### config.mk
export PLATFORM = sky130hd
export DESIGN_NAME = spi_cmd_seq
export DESIGN_NICKNAME = d
export VERILOG_FILES = /design/src/rtl/spi_seq_pkg.sv /design/src/rtl/spi_seq_rate.sv /design/src/rtl/spi_seq_shift.sv /design/src/rtl/spi_cmd_seq.sv
export SDC_FILE = /design/constraint.sdc
export NUM_CORES = 1
export LEC_CHECK = 0
export ABC_AREA = 0
export CORE_AREA = 2 2 465 467
export CTS_BUF_LIST = sky130_fd_sc_hd__clkbuf_4 sky130_fd_sc_hd__clkbuf_8 sky130_fd_sc_hd__clkbuf_16
export DETAILED_ROUTE_END_ITERATION = 6
export DIE_AREA = 0 0 467 469
export DONT_BUFFER_PORTS = 1
export PLACE_DENSITY = 0.38
export SYNTH_ARGS = -nofsm -noshare
export SYNTH_HDL_FRONTEND = slang
export SYNTH_HIERARCHICAL = 1
export SYNTH_SLANG_ARGS = --single-unit
export TNS_END_PERCENT = 30
### constraint.sdc
create_clock -name clk -period 9.3 [get_ports clk]
set_input_delay 1.86 -clock clk [delete_from_list [all_inputs] [get_ports clk]]
set_output_delay 1.86 -clock clk [all_outputs]
set_load 0.02 [all_outputs]
### src/rtl/spi_seq_pkg.sv
package spi_seq_pkg;

    typedef enum logic [2:0] {
        ST_IDLE,
        ST_PFX,
        ST_CMD,
        ST_ADR,
        ST_DAT,
        ST_GAP,
        ST_POLL_OP,
        ST_POLL_RD
    } seq_st_e;

    localparam logic [7:0] RDSR_OP   = 8'h05;
    localparam logic [2:0] RATE_SLOW = 3'b000;
    localparam logic [2:0] RATE_MID  = 3'b001;
    localparam logic [2:0] RATE_FAST = 3'b100;

endpackage

### src/rtl/spi_seq_rate.sv
module spi_seq_rate #(
    parameter int HALF_W    = 8,
    parameter int HALF_SLOW = 5,
    parameter int HALF_MID  = 3,
    parameter int HALF_FAST = 2
) (
    input  logic [2:0]        rate_code,
    input  logic              force_slow,
    output logic [HALF_W-1:0] half
);
    import spi_seq_pkg::*;

    always_comb begin
        half = HALF_W'(HALF_SLOW);
        if (!force_slow) begin
            case (rate_code)
                RATE_MID:  half = HALF_W'(HALF_MID);
                RATE_FAST: half = HALF_W'(HALF_FAST);
                default:   half = HALF_W'(HALF_SLOW);
            endcase
        end
    end
endmodule

### src/rtl/spi_seq_shift.sv
module spi_seq_shift #(
    parameter int HALF_W = 8
) (
    input  logic              clk,
    input  logic              rst_n,
    input  logic              start,
    input  logic [7:0]        tx_byte,
    input  logic [HALF_W-1:0] half,
    input  logic              miso,
    output logic              sck,
    output logic              mosi,
    output logic [7:0]        rx_byte,
    output logic              done
);
    typedef struct packed {
        logic              busy;
        logic              sck;
        logic [2:0]        bitn;
        logic [HALF_W-1:0] cnt;
        logic [7:0]        tx;
        logic [7:0]        rx;
        logic              done;
    } sh_t;

    sh_t q, d;

    always_comb begin
        d      = q;
        d.done = 1'b0;
        if (start) begin
            d.busy = 1'b1;
            d.sck  = 1'b0;
            d.bitn = '0;
            d.cnt  = '0;
            d.tx   = tx_byte;
        end else if (q.busy) begin
            if (q.cnt == half - 1'b1) begin
                d.cnt = '0;
                if (!q.sck) begin
                    d.sck = 1'b1;
                    d.rx  = {q.rx[6:0], miso};
                end else begin
                    d.sck = 1'b0;
                    if (q.bitn == 3'd7) begin
                        d.busy = 1'b0;
                        d.done = 1'b1;
                    end else begin
                        d.bitn = q.bitn + 3'd1;
                        d.tx   = {q.tx[6:0], 1'b0};
                    end
                end
            end else begin
                d.cnt = q.cnt + 1'b1;
            end
        end
    end

    always_ff @(posedge clk or negedge rst_n) begin
        if (!rst_n) q <= '0;
        else        q <= d;
    end

    assign sck     = q.sck;
    assign mosi    = q.tx[7];
    assign rx_byte = q.rx;
    assign done    = q.done;
endmodule

### src/rtl/spi_cmd_seq.sv
module spi_cmd_seq #(
    parameter int MENU_N    = 8,
    parameter int MAX_BYTES = 64,
    parameter int HALF_W    = 8,
    parameter int HALF_SLOW = 5,
    parameter int HALF_MID  = 3,
    parameter int HALF_FAST = 2,
    parameter int GAP_CYC   = 2,
    localparam int PTR_W    = $clog2(MENU_N),
    localparam int CNT_W    = $clog2(MAX_BYTES)
) (
    input  logic                   clk,
    input  logic                   rst_n,
    input  logic                   ctl_wr,
    input  logic                   ctl_go,
    input  logic                   ctl_atomic,
    input  logic                   ctl_prefix_sel,
    input  logic [PTR_W-1:0]       ctl_op_ptr,
    input  logic                   ctl_data_en,
    input  logic [CNT_W-1:0]       ctl_byte_cnt,
    input  logic                   ctl_irq_en,
    input  logic [2:0]             ctl_rate,
    input  logic                   lock_down,
    input  logic                   done_clr,
    input  logic [8*MENU_N-1:0]    menu_opcodes,
    input  logic [2*MENU_N-1:0]    menu_types,
    input  logic [15:0]            prefix_opcodes,
    input  logic [23:0]            addr,
    input  logic [8*MAX_BYTES-1:0] wdata,
    output logic [8*MAX_BYTES-1:0] rdata,
    output logic                   cyc_busy,
    output logic                   cyc_done,
    output logic                   irq,
    output logic [2:0]             cur_rate,
    input  logic                   req2,
    output logic                   gnt2,
    output logic                   spi_sck,
    output logic                   spi_cs_n,
    output logic                   spi_mosi,
    input  logic                   spi_miso
);
    import spi_seq_pkg::*;

    localparam int GW = $clog2(GAP_CYC + 1);

    typedef struct packed {
        seq_st_e                st;
        seq_st_e                ret;
        logic [CNT_W-1:0]       idx;
        logic [GW-1:0]          gap;
        logic                   cs_n;
        logic                   start;
        logic [7:0]             tx;
        logic                   busy;
        logic                   done;
        logic                   lock;
        logic                   atomic;
        logic                   psel;
        logic [PTR_W-1:0]       ptr;
        logic                   den;
        logic [CNT_W-1:0]       cnt;
        logic                   irq_en;
        logic [2:0]             rate;
        logic [23:0]            addr;
        logic [8*MAX_BYTES-1:0] rbuf;
    } seq_t;

    seq_t q, d;

    logic [7:0]        cur_op;
    logic [1:0]        cur_type;
    logic [HALF_W-1:0] half;
    logic              sh_done;
    logic [7:0]        sh_rx;
    logic              go_data, go_end, go_fin;
    logic [CNT_W-1:0]  nxt;
    logic              atomic_start;

    assign cur_op       = menu_opcodes[int'(q.ptr)*8 +: 8];
    assign cur_type     = menu_types[int'(q.ptr)*2 +: 2];
    assign nxt          = q.idx + 1'b1;
    assign atomic_start = ctl_wr & ctl_go & ctl_atomic & ~q.busy;

    spi_seq_rate #(
        .HALF_W(HALF_W), .HALF_SLOW(HALF_SLOW),
        .HALF_MID(HALF_MID), .HALF_FAST(HALF_FAST)
    ) u_rate (
        .rate_code (q.rate),
        .force_slow(cur_type == 2'b01),
        .half      (half)
    );

    spi_seq_shift #(.HALF_W(HALF_W)) u_shift (
        .clk    (clk),
        .rst_n  (rst_n),
        .start  (q.start),
        .tx_byte(q.tx),
        .half   (half),
        .miso   (spi_miso),
        .sck    (spi_sck),
        .mosi   (spi_mosi),
        .rx_byte(sh_rx),
        .done   (sh_done)
    );

    always_comb begin
        d       = q;
        d.start = 1'b0;
        go_data = 1'b0;
        go_end  = 1'b0;
        go_fin  = 1'b0;
        if (done_clr) d.done = 1'b0;

        if (ctl_wr) begin
            d.irq_en = ctl_irq_en;
            if (!q.busy) begin
                d.atomic = ctl_atomic;
                d.psel   = ctl_prefix_sel;
                d.ptr    = ctl_op_ptr;
                d.den    = ctl_data_en;
                d.cnt    = ctl_byte_cnt;
                if (!lock_down) d.rate = ctl_rate;
                if (ctl_go) begin
                    d.busy  = 1'b1;
                    d.done  = 1'b0;
                    d.lock  = ctl_atomic;
                    d.addr  = addr;
                    d.cs_n  = 1'b0;
                    d.start = 1'b1;
                    d.idx   = '0;
                    if (ctl_atomic) begin
                        d.st = ST_PFX;
                        d.tx = ctl_prefix_sel ? prefix_opcodes[15:8] : prefix_opcodes[7:0];
                    end else begin
                        d.st = ST_CMD;
                        d.tx = menu_opcodes[int'(ctl_op_ptr)*8 +: 8];
                    end
                end
            end
        end

        case (q.st)
            ST_GAP: begin
                if (q.gap == '0) begin
                    d.st    = q.ret;
                    d.cs_n  = 1'b0;
                    d.start = 1'b1;
                    d.tx    = (q.ret == ST_CMD) ? cur_op : RDSR_OP;
                end else begin
                    d.gap = q.gap - 1'b1;
                end
            end
            ST_PFX: if (sh_done) begin
                d.cs_n = 1'b1;
                d.st   = ST_GAP;
                d.ret  = ST_CMD;
                d.gap  = GW'(GAP_CYC - 1);
            end
            ST_CMD: if (sh_done) begin
                if (cur_type[0]) begin
                    d.st    = ST_ADR;
                    d.idx   = '0;
                    d.start = 1'b1;
                    d.tx    = q.addr[23:16];
                end else if (q.den) begin
                    go_data = 1'b1;
                end else begin
                    go_end = 1'b1;
                end
            end
            ST_ADR: if (sh_done) begin
                if (q.idx == CNT_W'(2)) begin
                    if (q.den) go_data = 1'b1;
                    else       go_end  = 1'b1;
                end else begin
                    d.idx   = nxt;
                    d.start = 1'b1;
                    d.tx    = (q.idx == '0) ? q.addr[15:8] : q.addr[7:0];
                end
            end
            ST_DAT: if (sh_done) begin
                if (!cur_type[1]) d.rbuf[int'(q.idx)*8 +: 8] = sh_rx;
                if (q.idx == q.cnt) begin
                    go_end = 1'b1;
                end else begin
                    d.idx   = nxt;
                    d.start = 1'b1;
                    d.tx    = cur_type[1] ? wdata[int'(nxt)*8 +: 8] : 8'h00;
                end
            end
            ST_POLL_OP: if (sh_done) begin
                d.st    = ST_POLL_RD;
                d.start = 1'b1;
                d.tx    = 8'h00;
            end
            ST_POLL_RD: if (sh_done) begin
                d.cs_n = 1'b1;
                if (sh_rx[0]) begin
                    d.st  = ST_GAP;
                    d.ret = ST_POLL_OP;
                    d.gap = GW'(GAP_CYC - 1);
                end else begin
                    go_fin = 1'b1;
                end
            end
            default: ;
        endcase

        if (go_data) begin
            d.st    = ST_DAT;
            d.idx   = '0;
            d.start = 1'b1;
            d.tx    = cur_type[1] ? wdata[7:0] : 8'h00;
        end
        if (go_end) begin
            d.cs_n = 1'b1;
            if (q.atomic) begin
                d.st  = ST_GAP;
                d.ret = ST_POLL_OP;
                d.gap = GW'(GAP_CYC - 1);
            end else begin
                go_fin = 1'b1;
            end
        end
        if (go_fin) begin
            d.st   = ST_IDLE;
            d.busy = 1'b0;
            d.done = 1'b1;
            d.lock = 1'b0;
            d.cs_n = 1'b1;
        end
    end

    always_ff @(posedge clk or negedge rst_n) begin
        if (!rst_n) begin
            q      <= '0;
            q.st   <= ST_IDLE;
            q.ret  <= ST_IDLE;
            q.cs_n <= 1'b1;
        end else begin
            q <= d;
        end
    end

    assign rdata    = q.rbuf;
    assign cyc_busy = q.busy;
    assign cyc_done = q.done;
    assign irq      = q.done & q.irq_en;
    assign cur_rate = q.rate;
    assign spi_cs_n = q.cs_n;
    assign gnt2     = req2 & ~q.lock & ~atomic_start;
endmodule

==> flow_summary.json <==
{
  "die_x_um": 467,
  "via_per_inst": 4.16,
  "gp_congestion": 1.03,
  "drt-initial-drc-count": 1628,
  "yosys.cell_types.count": 86,
  "wl_um": 182000,
  "status": "finished clean",
  "end_kind": "register",
  "ioPinCount": 1178,
  "setup_violations": 0,
  "grt_pass1_vias": 24800,
  "cts_sinks": 608,
  "worstHoldPathCells": 2,
  "synth_area_per_cell_um2": 9.60,
  "slew_headroom_pct": 20.3,
  "pre_cts_ws_ns": 2.69,
  "cts_root_buffer": "clkbuf_16",
  "yosys_register_bits": 608,
  "synth_ff_type": "dfrtp_1",
  "numCtsBuffers": 81,
  "die-area_um2": 219000,
  "ys_seq_area_share_pct": 43.7,
  "start_kind": "register",
  "worst-slew-pin-transition_ns": 1.20,
  "cts_tree": "yes",
  "fin_tns_setup_ns": 0,
  "finalMaxSlewViolations": 0,
  "synthArstFlopShare_pct": 100,
  "grt_usage_pct": 16.0,
  "fin_nets": 3678,
  "wl_per_cell_um": 30.6,
  "core_um2": 214000,
  "grt_pass1_wl_um": 237000,
  "start_util_pct": 16.3,
  "fp.dieH_um": 469,
  "path_cells": "mux2_2 > mux4_2 > nor3_1 > nor2_1 > nand3b_1 > inv_1 > ha_1 > xnor2_1 > nor4_1 > nand3_1 > or4_4 > mux2_4",
  "max_freq_mhz": 165,
  "ir_worst_vdd_mv": 0.120,
  "hp-class": "reg -> reg",
  "dr_total_vias": 24900,
  "r2r_cells": 12,
  "p_total_mw": 6.83,
  "cts_resized": 0,
  "worst-path-max-fanout": 25,
  "port_buffers": 0,
  "hpwl_um": 144000,
  "grt.overflow.total": 0,
  "crit_slowest_cell": "dfrtp_1",
  "rrSetupSlack_ns": 3.23,
  "grt_start_max_net_pins": 609,
  "synth_edf_count": 0,
  "period_needed_ns": 6.07,
  "p_leak_nw": 14.5,
  "crit_required_ns": 9.87,
  "syn-instance-count": 3627,
  "clkTransAtPathRegs_ns": 0.06,
  "dr.pass1.iters": 5,
  "ant_nets": 0,
  "finClkSkew_ns": 0.0445,
  "core.rowCount": 170,
  "critPathMaxStageDelay_ns": 1.04,
  "crit_type": "reg -> reg",
  "power_density_nw_per_um2": 184,
  "timing_hold_violations_final": 0,
  "cts.htree.levels": 3,
  "worst_slack_ns": 3.23,
  "rsz0062_at_grt": "false",
  "cap_violations": 0,
  "clock_latency_ns": 0.73,
  "yosys_warnings": 6,
  "antenna_found_initial": 81,
  "clockBufferDepth": 3,
  "post_cts_buffers": 0,
  "final_core_util_pct": 17.4,
  "drt_drc_violations_left": 0,
  "worst_hold_slack_ns": 0.476,
  "drive_gt1_share_pct": 15.7,
  "syn_to_final_growth_pct": 6.79,
  "period_share_pct": 65.3,
  "cts_hold_buf": 0,
  "synthesis.area_um2": 34800,
  "arrival_ns": 6.65
}
-- cells in the mapped netlist (8+ instances only) --
cell	n	area, um2
dfrtp_1	607	15200
mux4_2	161	3630
nor4_1	8	50.1
buf_2	46	230
ha_1	8	100
mux2_4	8	120
a221o_1	8	80.1
and3_1	19	119
nor2b_1	13	81.3
a221oi_1	9	78.8
nor2_1	89	334
inv_1	97	364
nand3_1	159	796
o21ai_0	382	1910
mux2i_1	70	701
o22ai_1	20	125
mux2_2	27	304
nand3_2	23	230
a31oi_1	11	68.8
nor3_1	24	120
nand4_1	27	169
nand2_1	760	2850
a21oi_1	29	145
xnor2_1	20	175
and2_1	13	81.3
buf_4	532	3990
o21ai_1	85	425
clkbuf_1	162	608
o31ai_1	54	405
buf_1	13	48.8
-- power by group --
group / switching (mW) / internal [mW] / total [mW]
logic: 0.305 / 0.259 / 0.564
registers: 0.131 / 2.73 / 2.86
clock network: 1.40 / 2.00 / 3.40
-- layer usage --
metal  vias up  track usage [%]  wire length, um
li1      10900                -                -
met1     12500             17.9            68500
met2      1129             29.0            94600
met3       278             3.92            12200
met4         4             6.28             7110
met5         -                0               35
-- cells by family (layout without fill, tap and decap cells) --
kind of cell	after synthesis	in the layout	share of synthesized area [%]
muxes	266	266	13.7
and+or+nand+nor	1187	1187	15.2
DFF	608	608	43.7
buffers and inverters	855	303	15.2
adders and majority gates	8	8	0.288
AOI/OAI and AO/OA	674	674	11.2
xor gates and xnor gates	28	28	0.726
other	1	56	0.0108
-- layout make-up --
type                       instances  area, um2
timing repair buffer              57        500
fill                           23900     177000
inverter                          98        368
clock buffer                     115       2420
clock inverter                    33        445
tap                             2838       3550
antenna                           51        128
sequential                       608      15200
multi-input combinational       2168      14500
-- sequential cells by signal, indices dropped and copies added, names as in the netlist --
signal / count
u_shift/done: 1
spi_cs_n: 1
u_shift/q: 19
q: 60
cyc_done: 1
rdata: 512
cur_rate: 3
u_shift/mosi: 1
u_shift/sck: 1
cyc_busy: 1
u_shift/rx_byte: 8
-- metrics by stage --
step,instance area [um2],cells
2_1_floorplan,34800,3631
3_3_place_gp,34100,5766
3_5_place_dp,34100,5766
4_1_cts,37000,5914
5_1_grt,37100,5955
6_report,37200,5968
-- critical path: cells and delay by family (launching register included) --
family / cells / cell delay, ns
DFF: 1 / 1.04
muxes: 3 / 1.48
buffers and inverters: 1 / 0.09
xor gates and xnor gates: 1 / 0.14
adders and majority gates: 1 / 0.33
and+or+nand+nor: 6 / 2.82
-- final timing paths --
check | to | startpoint
min in group asynchronous | rdata[62] | rst_n
hold reg to reg | q[535] | q[535]
setup reg to reg | u_shift/rx_byte[3] | q[548]
max in group asynchronous | q[567] | rst_n
hold / removal | q[535] | q[535]
setup / recovery | u_shift/rx_byte[3] | q[548]
-- layout by cell type (no fill, tap or decap), types with 14 or more instances in the layout --
master / synthesis / routed
buf_4: 532 / 53
dfrtp_1: 607 / 598
mux2_2: 27 / 27
o21ai_1: 85 / 84
clkbuf_8: 0 / 19
o22ai_1: 20 / 20
nor2_1: 89 / 82
xnor2_1: 20 / 15
nand2_1: 760 / 760
o31ai_1: 54 / 54
diode_2: 0 / 51
mux2i_1: 70 / 70
and2_1: 13 / 14
nand3_1: 159 / 159
mux4_2: 161 / 161
o21ai_0: 382 / 381
a21oi_1: 29 / 28
and3_1: 19 / 19
clkbuf_16: 0 / 82
nand3_2: 23 / 23
clkbuf_4: 0 / 14
nor3_1: 24 / 22
nand4_1: 27 / 27
inv_1: 97 / 97
No activity file was read; power rests on OpenSTA's default activity.
